[src/rtl/shiftPkg.sv]
package shiftPkg;
  typedef enum logic [1:0] {
    OP_LSH  = 2'd0,
    OP_ASH  = 2'd1,
    OP_EXP  = 2'd2,
    OP_NORM = 2'd3
  } shiftOp_e;

  typedef struct packed {
    logic loadRes;
    logic loadExp;
    logic arith;
    logic useSe;
    logic orAcc;
    logic placeHi;
  } shiftStb_t;
endpackage

[src/rtl/shiftCtrl.sv]
module shiftCtrl
  import shiftPkg::*;
(
  input  logic        opValid,
  input  logic [1:0]  opSel,
  input  logic        placeHi,
  input  logic        orAcc,
  output shiftStb_t   stb
);
  shiftOp_e op;

  always_comb begin
    op = shiftOp_e'(opSel);
    stb = '0;
    stb.placeHi = placeHi;
    if (opValid) begin
      unique case (op)
        OP_LSH:  stb.loadRes = 1'b1;
        OP_ASH:  begin stb.loadRes = 1'b1; stb.arith = 1'b1; end
        OP_EXP:  stb.loadExp = 1'b1;
        OP_NORM: begin stb.loadRes = 1'b1; stb.arith = 1'b1; stb.useSe = 1'b1; end
        default: stb = '0;
      endcase
      stb.orAcc = orAcc & stb.loadRes;
    end
  end
endmodule

[src/rtl/expDetect.sv]
module expDetect #(
  parameter int DATA_W = 16,
  localparam int CNT_W = $clog2(DATA_W)
) (
  input  logic [DATA_W-1:0] dataIn,
  output logic [CNT_W-1:0]  signRun
);
  logic still;

  always_comb begin
    signRun = '0;
    still = 1'b1;
    for (int i = DATA_W - 2; i >= 0; i--) begin
      if (still && (dataIn[i] == dataIn[DATA_W-1])) signRun = signRun + 1'b1;
      else still = 1'b0;
    end
  end
endmodule

[src/rtl/shiftData.sv]
module shiftData
  import shiftPkg::*;
#(
  parameter int DATA_W = 16,
  parameter int AMT_W = 8,
  localparam int RES_W = 2 * DATA_W,
  localparam int SH_W = $clog2(RES_W),
  localparam int CNT_W = $clog2(DATA_W)
) (
  input  logic                    clk,
  input  logic                    rstN,
  input  shiftStb_t               stb,
  input  logic [DATA_W-1:0]       dataIn,
  input  logic signed [AMT_W-1:0] shiftAmt,
  output logic [RES_W-1:0]        resOut,
  output logic signed [AMT_W-1:0] seOut
);
  logic [RES_W-1:0]        resReg;
  logic signed [AMT_W-1:0] seReg;
  logic signed [RES_W-1:0] field;
  logic signed [AMT_W-1:0] amtEff;
  logic [AMT_W:0]          mag;
  logic                    rightDir, tooFar, fillBit;
  logic [RES_W-1:0]        shifted, nextRes;
  logic [CNT_W-1:0]        signRun;

  expDetect #(.DATA_W(DATA_W)) uExp (.dataIn(dataIn), .signRun(signRun));

  always_comb begin
    if (stb.placeHi)    field = {dataIn, {DATA_W{1'b0}}};
    else if (stb.arith) field = {{DATA_W{dataIn[DATA_W-1]}}, dataIn};
    else                field = {{DATA_W{1'b0}}, dataIn};

    amtEff   = stb.useSe ? -seReg : shiftAmt;
    rightDir = amtEff[AMT_W-1];
    mag      = rightDir ? -{amtEff[AMT_W-1], amtEff} : {1'b0, amtEff};
    tooFar   = mag >= (AMT_W+1)'(RES_W);
    fillBit  = stb.arith & field[RES_W-1];

    if (!rightDir)   shifted = tooFar ? '0 : field << mag[SH_W-1:0];
    else if (tooFar) shifted = {RES_W{fillBit}};
    else if (stb.arith) shifted = field >>> mag[SH_W-1:0];
    else             shifted = field >> mag[SH_W-1:0];

    nextRes = stb.orAcc ? (shifted | resReg) : shifted;
  end

  always_ff @(posedge clk or negedge rstN) begin
    if (!rstN) begin
      resReg <= '0;
      seReg  <= '0;
    end else begin
      if (stb.loadRes) resReg <= nextRes;
      if (stb.loadExp) seReg  <= AMT_W'(0) - AMT_W'(signRun);
    end
  end

  assign resOut = resReg;
  assign seOut  = seReg;

  AST_HOLD_IDLE: assert property (@(posedge clk) disable iff (!rstN)
    (!stb.loadRes && !stb.loadExp) |=> ($stable(resReg) && $stable(seReg)));
  AST_EXP_KEEPS_RES: assert property (@(posedge clk) disable iff (!rstN)
    stb.loadExp |=> $stable(resReg));
  AST_EXP_RANGE: assert property (@(posedge clk) disable iff (!rstN)
    (seReg <= 0) && (seReg >= -AMT_W'(DATA_W - 1)));
  AST_OR_KEEPS_BITS: assert property (@(posedge clk) disable iff (!rstN)
    (stb.loadRes && stb.orAcc) |=> ((resReg & $past(resReg)) == $past(resReg)));
  AST_LOGIC_FAR_ZERO: assert property (@(posedge clk) disable iff (!rstN)
    (stb.loadRes && !stb.orAcc && !stb.arith &&
     ((shiftAmt >= AMT_W'(RES_W)) || (shiftAmt <= -AMT_W'(RES_W)))) |=> (resReg == '0));
endmodule

[src/rtl/shiftNormUnit.sv]
module shiftNormUnit
  import shiftPkg::*;
#(
  parameter int DATA_W = 16,
  parameter int AMT_W = 8
) (
  input  logic              clk,
  input  logic              rstN,
  input  logic              opValid,
  input  logic [1:0]        opSel,
  input  logic [AMT_W-1:0]  shiftAmt,
  input  logic              placeHi,
  input  logic              orAcc,
  input  logic [DATA_W-1:0] dataIn,
  output logic [DATA_W-1:0] resHi,
  output logic [DATA_W-1:0] resLo,
  output logic [AMT_W-1:0]  expOut
);
  shiftStb_t               stb;
  logic [2*DATA_W-1:0]     res;
  logic signed [AMT_W-1:0] se;

  shiftCtrl uCtrl (
    .opValid(opValid), .opSel(opSel), .placeHi(placeHi), .orAcc(orAcc), .stb(stb)
  );

  shiftData #(.DATA_W(DATA_W), .AMT_W(AMT_W)) uData (
    .clk(clk), .rstN(rstN), .stb(stb), .dataIn(dataIn),
    .shiftAmt($signed(shiftAmt)), .resOut(res), .seOut(se)
  );

  assign resHi  = res[2*DATA_W-1:DATA_W];
  assign resLo  = res[DATA_W-1:0];
  assign expOut = se;
endmodule

[config.mk]
export PLATFORM = sky130hd
export DESIGN_NAME = shiftNormUnit
export DESIGN_NICKNAME = d
export VERILOG_FILES = /design/src/rtl/shiftPkg.sv /design/src/rtl/shiftCtrl.sv /design/src/rtl/expDetect.sv /design/src/rtl/shiftData.sv /design/src/rtl/shiftNormUnit.sv
export SDC_FILE = /design/constraint.sdc
export NUM_CORES = 1
export LEC_CHECK = 0
export BUFFER_PORTS_ARGS = -buffer_cell sky130_fd_sc_hd__buf_2
export CAP_MARGIN = 20
export CORE_MARGIN = 2
export CORE_UTILIZATION = 55
export DETAILED_ROUTE_END_ITERATION = 10
export PLACE_DENSITY = 0.78
export SLEW_MARGIN = 10
export SYNTH_ARGS = -nofsm -noshare
export SYNTH_HDL_FRONTEND = slang
export SYNTH_HIERARCHICAL = 1
export SYNTH_SLANG_ARGS = --single-unit
[constraint.sdc]
create_clock -name clk -period 3.5 [get_ports clk]
set_clock_uncertainty 0.2 [all_clocks]
set_input_delay 0.175 -clock clk [delete_from_list [all_inputs] [get_ports clk]]
set_output_delay 0.175 -clock clk [all_outputs]
set_load 0.03 [all_outputs]
**After elaboration in Yosys (flattened, before gate mapping)**

Cells that the tools add are included.

- Add/subtract/negate cells: 17
- Order comparisons: 1
- Equality and inequality tests: 18
- Shift-type cells: 3
- Mux-type cells: 44
- Bitwise logic cells: 3
- Reductions and logical operators: 17

Operators with widths:

| cell | number |
|---|---|
| $mux W32 | 7 |
| $add A4 B1 Y4 const B | 13 |
| $mux W4 | 13 |
| $or A32 B32 Y32 | 1 |
| $shl A32 B5 Y32 | 1 |
| $shr A32 B5 Y32 | 1 |
| $sshr A32 B5 Y32 | 1 |
| $mux W1 | 20 |
| $eq A1 B1 Y1 | 15 |
| $logic_and A1 B1 Y1 | 14 |
| $ge A9 B6 Y1 const B | 1 |
| $mux W9 | 1 |
| $neg A9 Y9 | 1 |
| $mux W8 | 1 |
| $neg A8 Y8 | 1 |
| $mux W6 | 1 |
| $sub A1 B4 Y5 const A | 1 |
| $eq A2 B2 Y1 const B | 2 |
| $reduce_or A3 Y1 | 1 |
| $add A1 B1 Y2 const B | 1 |
| $and A1 B1 Y1 | 2 |
| $eq A2 B1 Y1 const B | 1 |
| $logic_not A2 Y1 | 1 |
| $mux W2 | 1 |
| $reduce_or A2 Y1 | 1 |

- Flip-flop bits (word level): 40

**Logic depth before layout (Yosys ltp)**

- Depth after elaboration: 31
- Mapped depth: 42
- Depth with buffers taken out: 39

**Hierarchy**

The synthesis kept the hierarchy.

Modules (own cells, without submodules):

| module | times used | cells each | area each (µm²) | seq. area each (µm²) |
|---|---|---|---|---|
| shiftData | 1 | 740 | 5590.4 | 925.9 |
| expDetect | 1 | 222 | 1361.3 | 0.0 |
| shiftCtrl | 1 | 8 | 53.8 | 0.0 |

**Worst setup path after synthesis**

No wires, ideal clock.

- Path kind: input to register
- Start: input dataIn[15]
- End: register uData.seReg[3] (netlist: uData/seOut[3])
- Arrival time: 6914 ps
- Path slack: -3739 ps
- Stages on the path: 39
- Path buffers: 3
- Cell sequence: buf_2 -> buf_2 -> buf_1 -> nand2_1 -> o22ai_1 -> ha_1 -> o21a_1 -> ha_1 -> o311a_1 -> o31ai_1 -> ha_1 -> a21oi_1 -> o21ai_0 -> ha_1 -> o21bai_1 -> a21oi_1 -> o2bb2ai_1 -> mux2_2 -> (+3 left out) -> nand2_1 -> o21ai_0 -> o32a_1 -> a21oi_1 -> o21ai_0 -> ha_1 -> inv_1 -> a31oi_1 -> ha_1 -> nand2_1 -> xnor2_1 -> nand2_1 -> xor2_1 -> nor2_1 -> xnor2_1 -> nor3_1 -> xnor2_1 -> mux2_2

- Cells in the longest elaborated chain, start to end: 31
- Elaborated cells on any way between the ends: 73

RTL lines:

| item | line | source |
|---|---|---|
| start: declaration | shiftNormUnit.sv:14 | `input logic [DATA_W-1:0] dataIn,` |
| $eq A1 B1 Y1 | expDetect.sv:14 | `if (still && (dataIn[i] == dataIn[DATA_W-1])) signRun = signRun + 1'b1;` |
| $mux W1 | expDetect.sv:14 |  |
| $add A1 B1 Y2 or $logic_and A1 B1 Y1 (tied branches) | expDetect.sv:14 |  |
| $mux W2 or $mux W1 (tied branches) | expDetect.sv:14 |  |
| $add A4 B1 Y4 or $logic_and A1 B1 Y1 (tied branches) | expDetect.sv:14 |  |
| $mux W4 or $mux W1 (tied branches) | expDetect.sv:14 |  |
| $add A4 B1 Y4 or $logic_and A1 B1 Y1 (tied branches) | expDetect.sv:14 |  |
| $mux W4 or $mux W1 (tied branches) | expDetect.sv:14 |  |
| (+16 left out) | - |  |
| $add A4 B1 Y4 or $logic_and A1 B1 Y1 (tied branches) | expDetect.sv:14 |  |
| $mux W4 or $mux W1 (tied branches) | expDetect.sv:14 |  |
| $add A4 B1 Y4 or $logic_and A1 B1 Y1 (tied branches) | expDetect.sv:14 |  |
| $mux W4 or $mux W1 (tied branches) | expDetect.sv:14 |  |
| $add A4 B1 Y4 or $logic_and A1 B1 Y1 (tied branches) | expDetect.sv:14 |  |
| $mux W4 (*) | expDetect.sv:14 |  |
| via uData.signRun[2] | shiftData.sv:25 | `logic [CNT_W-1:0] signRun;` |
| $sub A1 B4 Y5 (*) | shiftData.sv:54 | `if (stb.loadExp) seReg <= AMT_W'(0) - AMT_W'(signRun);` |
| end signal: assignment | shiftData.sv:54 |  |
| end: declaration | shiftData.sv:19 | `logic signed [AMT_W-1:0] seReg;` |

Mark *: on every way through the listed nets, which the timed path passes. The rest lies on a longest branch.
A chain may end at the register's enable or synchronous reset.

**Worst setup path in the final report**

- Start: input dataIn[15]
- End: register uData.seReg[2] (netlist: uData/seOut[2])

The elaborated chain is that of the path after synthesis.

==> impl_metrics.env <==
export IMPL_outcome="finished, violations left"
export IMPL_violations="negative setup slack"
export IMPL_nFillCells=1019
export IMPL_clockRootBuffer="clkbuf_16"
export IMPL_insertion_delay_ps=290
export IMPL_synth_top_area_share=0.1322
export IMPL_period_minus_slack_ps=6555
export IMPL_setup_ws_ps=-3055
export IMPL_synth_cells=970
export IMPL_critPathTopFamily="compound AO/OA/AOI/OAI gates"
export IMPL_grt_max_degree=42
export IMPL_slowest_delay_ps=390
export IMPL_antenna_cells_inserted=0
export IMPL_placed_area_sq_um=8762
export IMPL_dr_pass1_iters=9
export IMPL_critPathSlowestCell="or3_4"
export IMPL_hold_ws_ps=224.5
export IMPL_p_leak_nw=4.106
export IMPL_worst_slew_pin_slew_ps=866.8
export IMPL_drv_slew=0
export IMPL_grt_ovfl_total=0
export IMPL_io_pins=71
export IMPL_cts_path_max_buffers=2
export IMPL_power_density_nw_per_um2=387.7
export IMPL_cts_tree="done"
export IMPL_syn_avg_cell_area_sq_um=7.222
export IMPL_globalplace_congestion=1.076
export IMPL_fin_crit_sh=1.873
export IMPL_synth_area_sq_um=7005
export IMPL_seq_area_frac_synth=0.1322
export IMPL_required_ps=3480
export IMPL_yosysTopAreaCell="dfrtp_1"
export IMPL_areaGrowthSynthToFinish_pct=33.61
export IMPL_clkTransAtPathRegs_ps=60
export IMPL_setup_viol=4
export IMPL_power_mw=3.629
export IMPL_start_kind="primary input"
export IMPL_ys_warnings_count=6
export IMPL_dp_hpwl_mm=21.96
export IMPL_wl_per_cell_um=21.81
export IMPL_synth_commonest_cells="nand2_1 (105), o21ai_0 (81), mux2i_1 (80)"
export IMPL_routed_top_layer="met4"
export IMPL_grt_pass1_wl_mm=44.13
export IMPL_worst_setup_path_type="primary input to flop"
export IMPL_fin_util=0.7478
export IMPL_cts_htree_levels=2
export IMPL_wl_met2_mm=12.55
export IMPL_grtUsageTotal=0.4117
export IMPL_ys_ff_latch=37
export IMPL_rows=41
export IMPL_endpoint_kind="flop"
export IMPL_dieArea_sq_um=13660
export IMPL_antenna_left=0
export IMPL_core_area_sq_um=12520
export IMPL_hold_path_class="primary input to flop"
export IMPL_drive_above_1_share=0.3296
export IMPL_io_buffer_count=70
export IMPL_drt_initial_drc_count=1401
export IMPL_vias_per_cell=6.845
export IMPL_grt_pass1_vias=8242
export IMPL_met3_length_mm=3.633
export IMPL_relSlewSlack=0.4221
export IMPL_nets=1207
export IMPL_hold_viol_final=0
export IMPL_rsz0062_at_grt="true"
export IMPL_yosysMostFrequentCell="nand2_1"
export IMPL_final_area_sq_um=9360
export IMPL_synth_main_ff_cell="dfrtp_1"
export IMPL_fin_setup_tns_ps=-11750
export IMPL_synth_cell_types=83
export IMPL_drt_wl_total_mm=29.10
export IMPL_clock_sinks=37
export IMPL_die_h_um=116.9
export IMPL_crit_buf_inv=4
export IMPL_synthTopCellsByArea="dfrtp_1 (13%), mux2i_1 (11%), o21ai_0 (5.8%), nand2_1 (5.6%), a21oi_1 (4.8%)"
export IMPL_max_cap_violations=0
export IMPL_cp_arrival_ps=6530
export IMPL_synth_net_count=1016
export IMPL_drc_errors=0
export IMPL_vias=9131
export IMPL_synthArstFlopShare=1.000
export IMPL_max_freq_mhz=152.6
export IMPL_die_x_um=116.9
export IMPL_antenna_found_initial=0
export IMPL_ir_drop_mv=0.2401
export IMPL_synth_edf_count=0
export IMPL_cts_buffers=5
export IMPL_wl_met1_mm=11.50
export IMPL_start_util=0.5597
export IMPL_crit_fanout=6
[sequential cells by signal, summed over array words and instances (netlist names)]
| name | flops |
|---|---|
| uData/resOut | 32 |
| uData/seOut | 5 |
[placed cells by master (no fill, tap or decap), drive strengths merged, types with 7 or more instances in the layout]
cell type / synthesis / routed
buf: 43 / 270
nand2: 106 / 106
o21ai: 85 / 85
mux2i: 80 / 80
nor2: 71 / 71
a21oi: 69 / 69
dfrtp: 37 / 37
nand3: 35 / 35
a211oi: 25 / 25
nor3: 24 / 24
inv: 23 / 24
mux2: 24 / 24
xnor2: 20 / 20
a31oi: 19 / 19
o211ai: 15 / 15
a22oi: 15 / 15
ha: 15 / 15
nand2b: 13 / 13
a221oi: 11 / 11
nor2b: 10 / 10
or3: 10 / 10
xor2: 9 / 9
a21o: 9 / 9
a211o: 9 / 9
nor4: 9 / 9
and2: 8 / 8
o22ai: 8 / 8
a221o: 7 / 7
o31ai: 7 / 7
[cell type report]
| cell class | count | area, sq um | area share |
|---|---|---|---|
| tap | 172 | 215.2 | 0.02299 |
| clock inverter | 3 | 68.82 | 0.007352 |
| multi-input combinational | 821 | 5943 | 0.6349 |
| sequential | 37 | 927.1 | 0.09905 |
| clock buffer | 5 | 125.1 | 0.01337 |
| inverter | 25 | 96.34 | 0.01029 |
| timing repair buffer | 271 | 1984 | 0.2120 |
[per-stage QoR]
stage | std cells | setup WS, ps
4_1_cts | 1330 | -3019
5_1_grt | 1334 | -3296
6_report | 1334 | -3055
3_3_place_gp | 1316 | -3153
3_5_place_dp | 1317 | -3412
2_1_floorplan | 970 | -3083
[metal layers]
metal	track usage	up-vias
met5	0	-
met4	0.1443	0
met3	0.09732	154
met2	0.6412	713
met1	0.5585	4185
li1	-	4079
[report_power, final]
group / switching (mW) / total (mW) / internal, mW
Sequential: 0.0595 / 0.558 / 0.499
Combinational: 1.45 / 2.46 / 1.01
Clock: 0.204 / 0.616 / 0.411
Total: 1.71 / 3.63 / 1.92
[final timing paths]
path                                         startpoint  slack, ps                           end  cells past startpoint
max                                          dataIn[15]      -3060    uData/seOut[2]$_DFFE_PN0P_                     38
min                                            opSel[1]        220    uData/seOut[1]$_DFFE_PN0P_                      5
max reg2reg                  uData/seOut[0]$_DFFE_PN0P_         80  uData/resOut[31]$_DFFE_PN0P_                     13
min reg2reg                uData/resOut[28]$_DFFE_PN0P_        290  uData/resOut[28]$_DFFE_PN0P_                      1
max in group asynchronous                          rstN       2180    uData/seOut[0]$_DFFE_PN0P_                      2
min in group asynchronous                          rstN        330    uData/seOut[4]$_DFFE_PN0P_                      2
[repair_timing]
item	in CTS	in global routing
setup buffers	4	4
hold buffers	1	0
endpoints found under the setup margin	8	35
hold endpoints to repair	37	0
pin swaps	12	22
gates resized for setup	18	58
gates cloned	0	0
[worst reg2reg max path, cell delays in order, from the launching register on]
cell	delay [ps]
dfrtp_2	410
inv_2	80
ha_4	210
mux2i_4	190
ha_4	250
nor3b_4	220
a21o_1	270
buf_12	150
o21ai_0	80
a31oi_1	280
mux2i_1	230
mux4_2	500
inv_1	70
o221ai_1	110
[logic make-up after synthesis]
kind of cell / share of synthesized area
compound gates: 0.3513
simple gates: 0.2127
buf+inv: 0.07394
mux: 0.1657
flops: 0.1322
xor+xnor: 0.03733
fa+ha+maj: 0.02679
No activity file was read; power rests on OpenSTA's default activity.
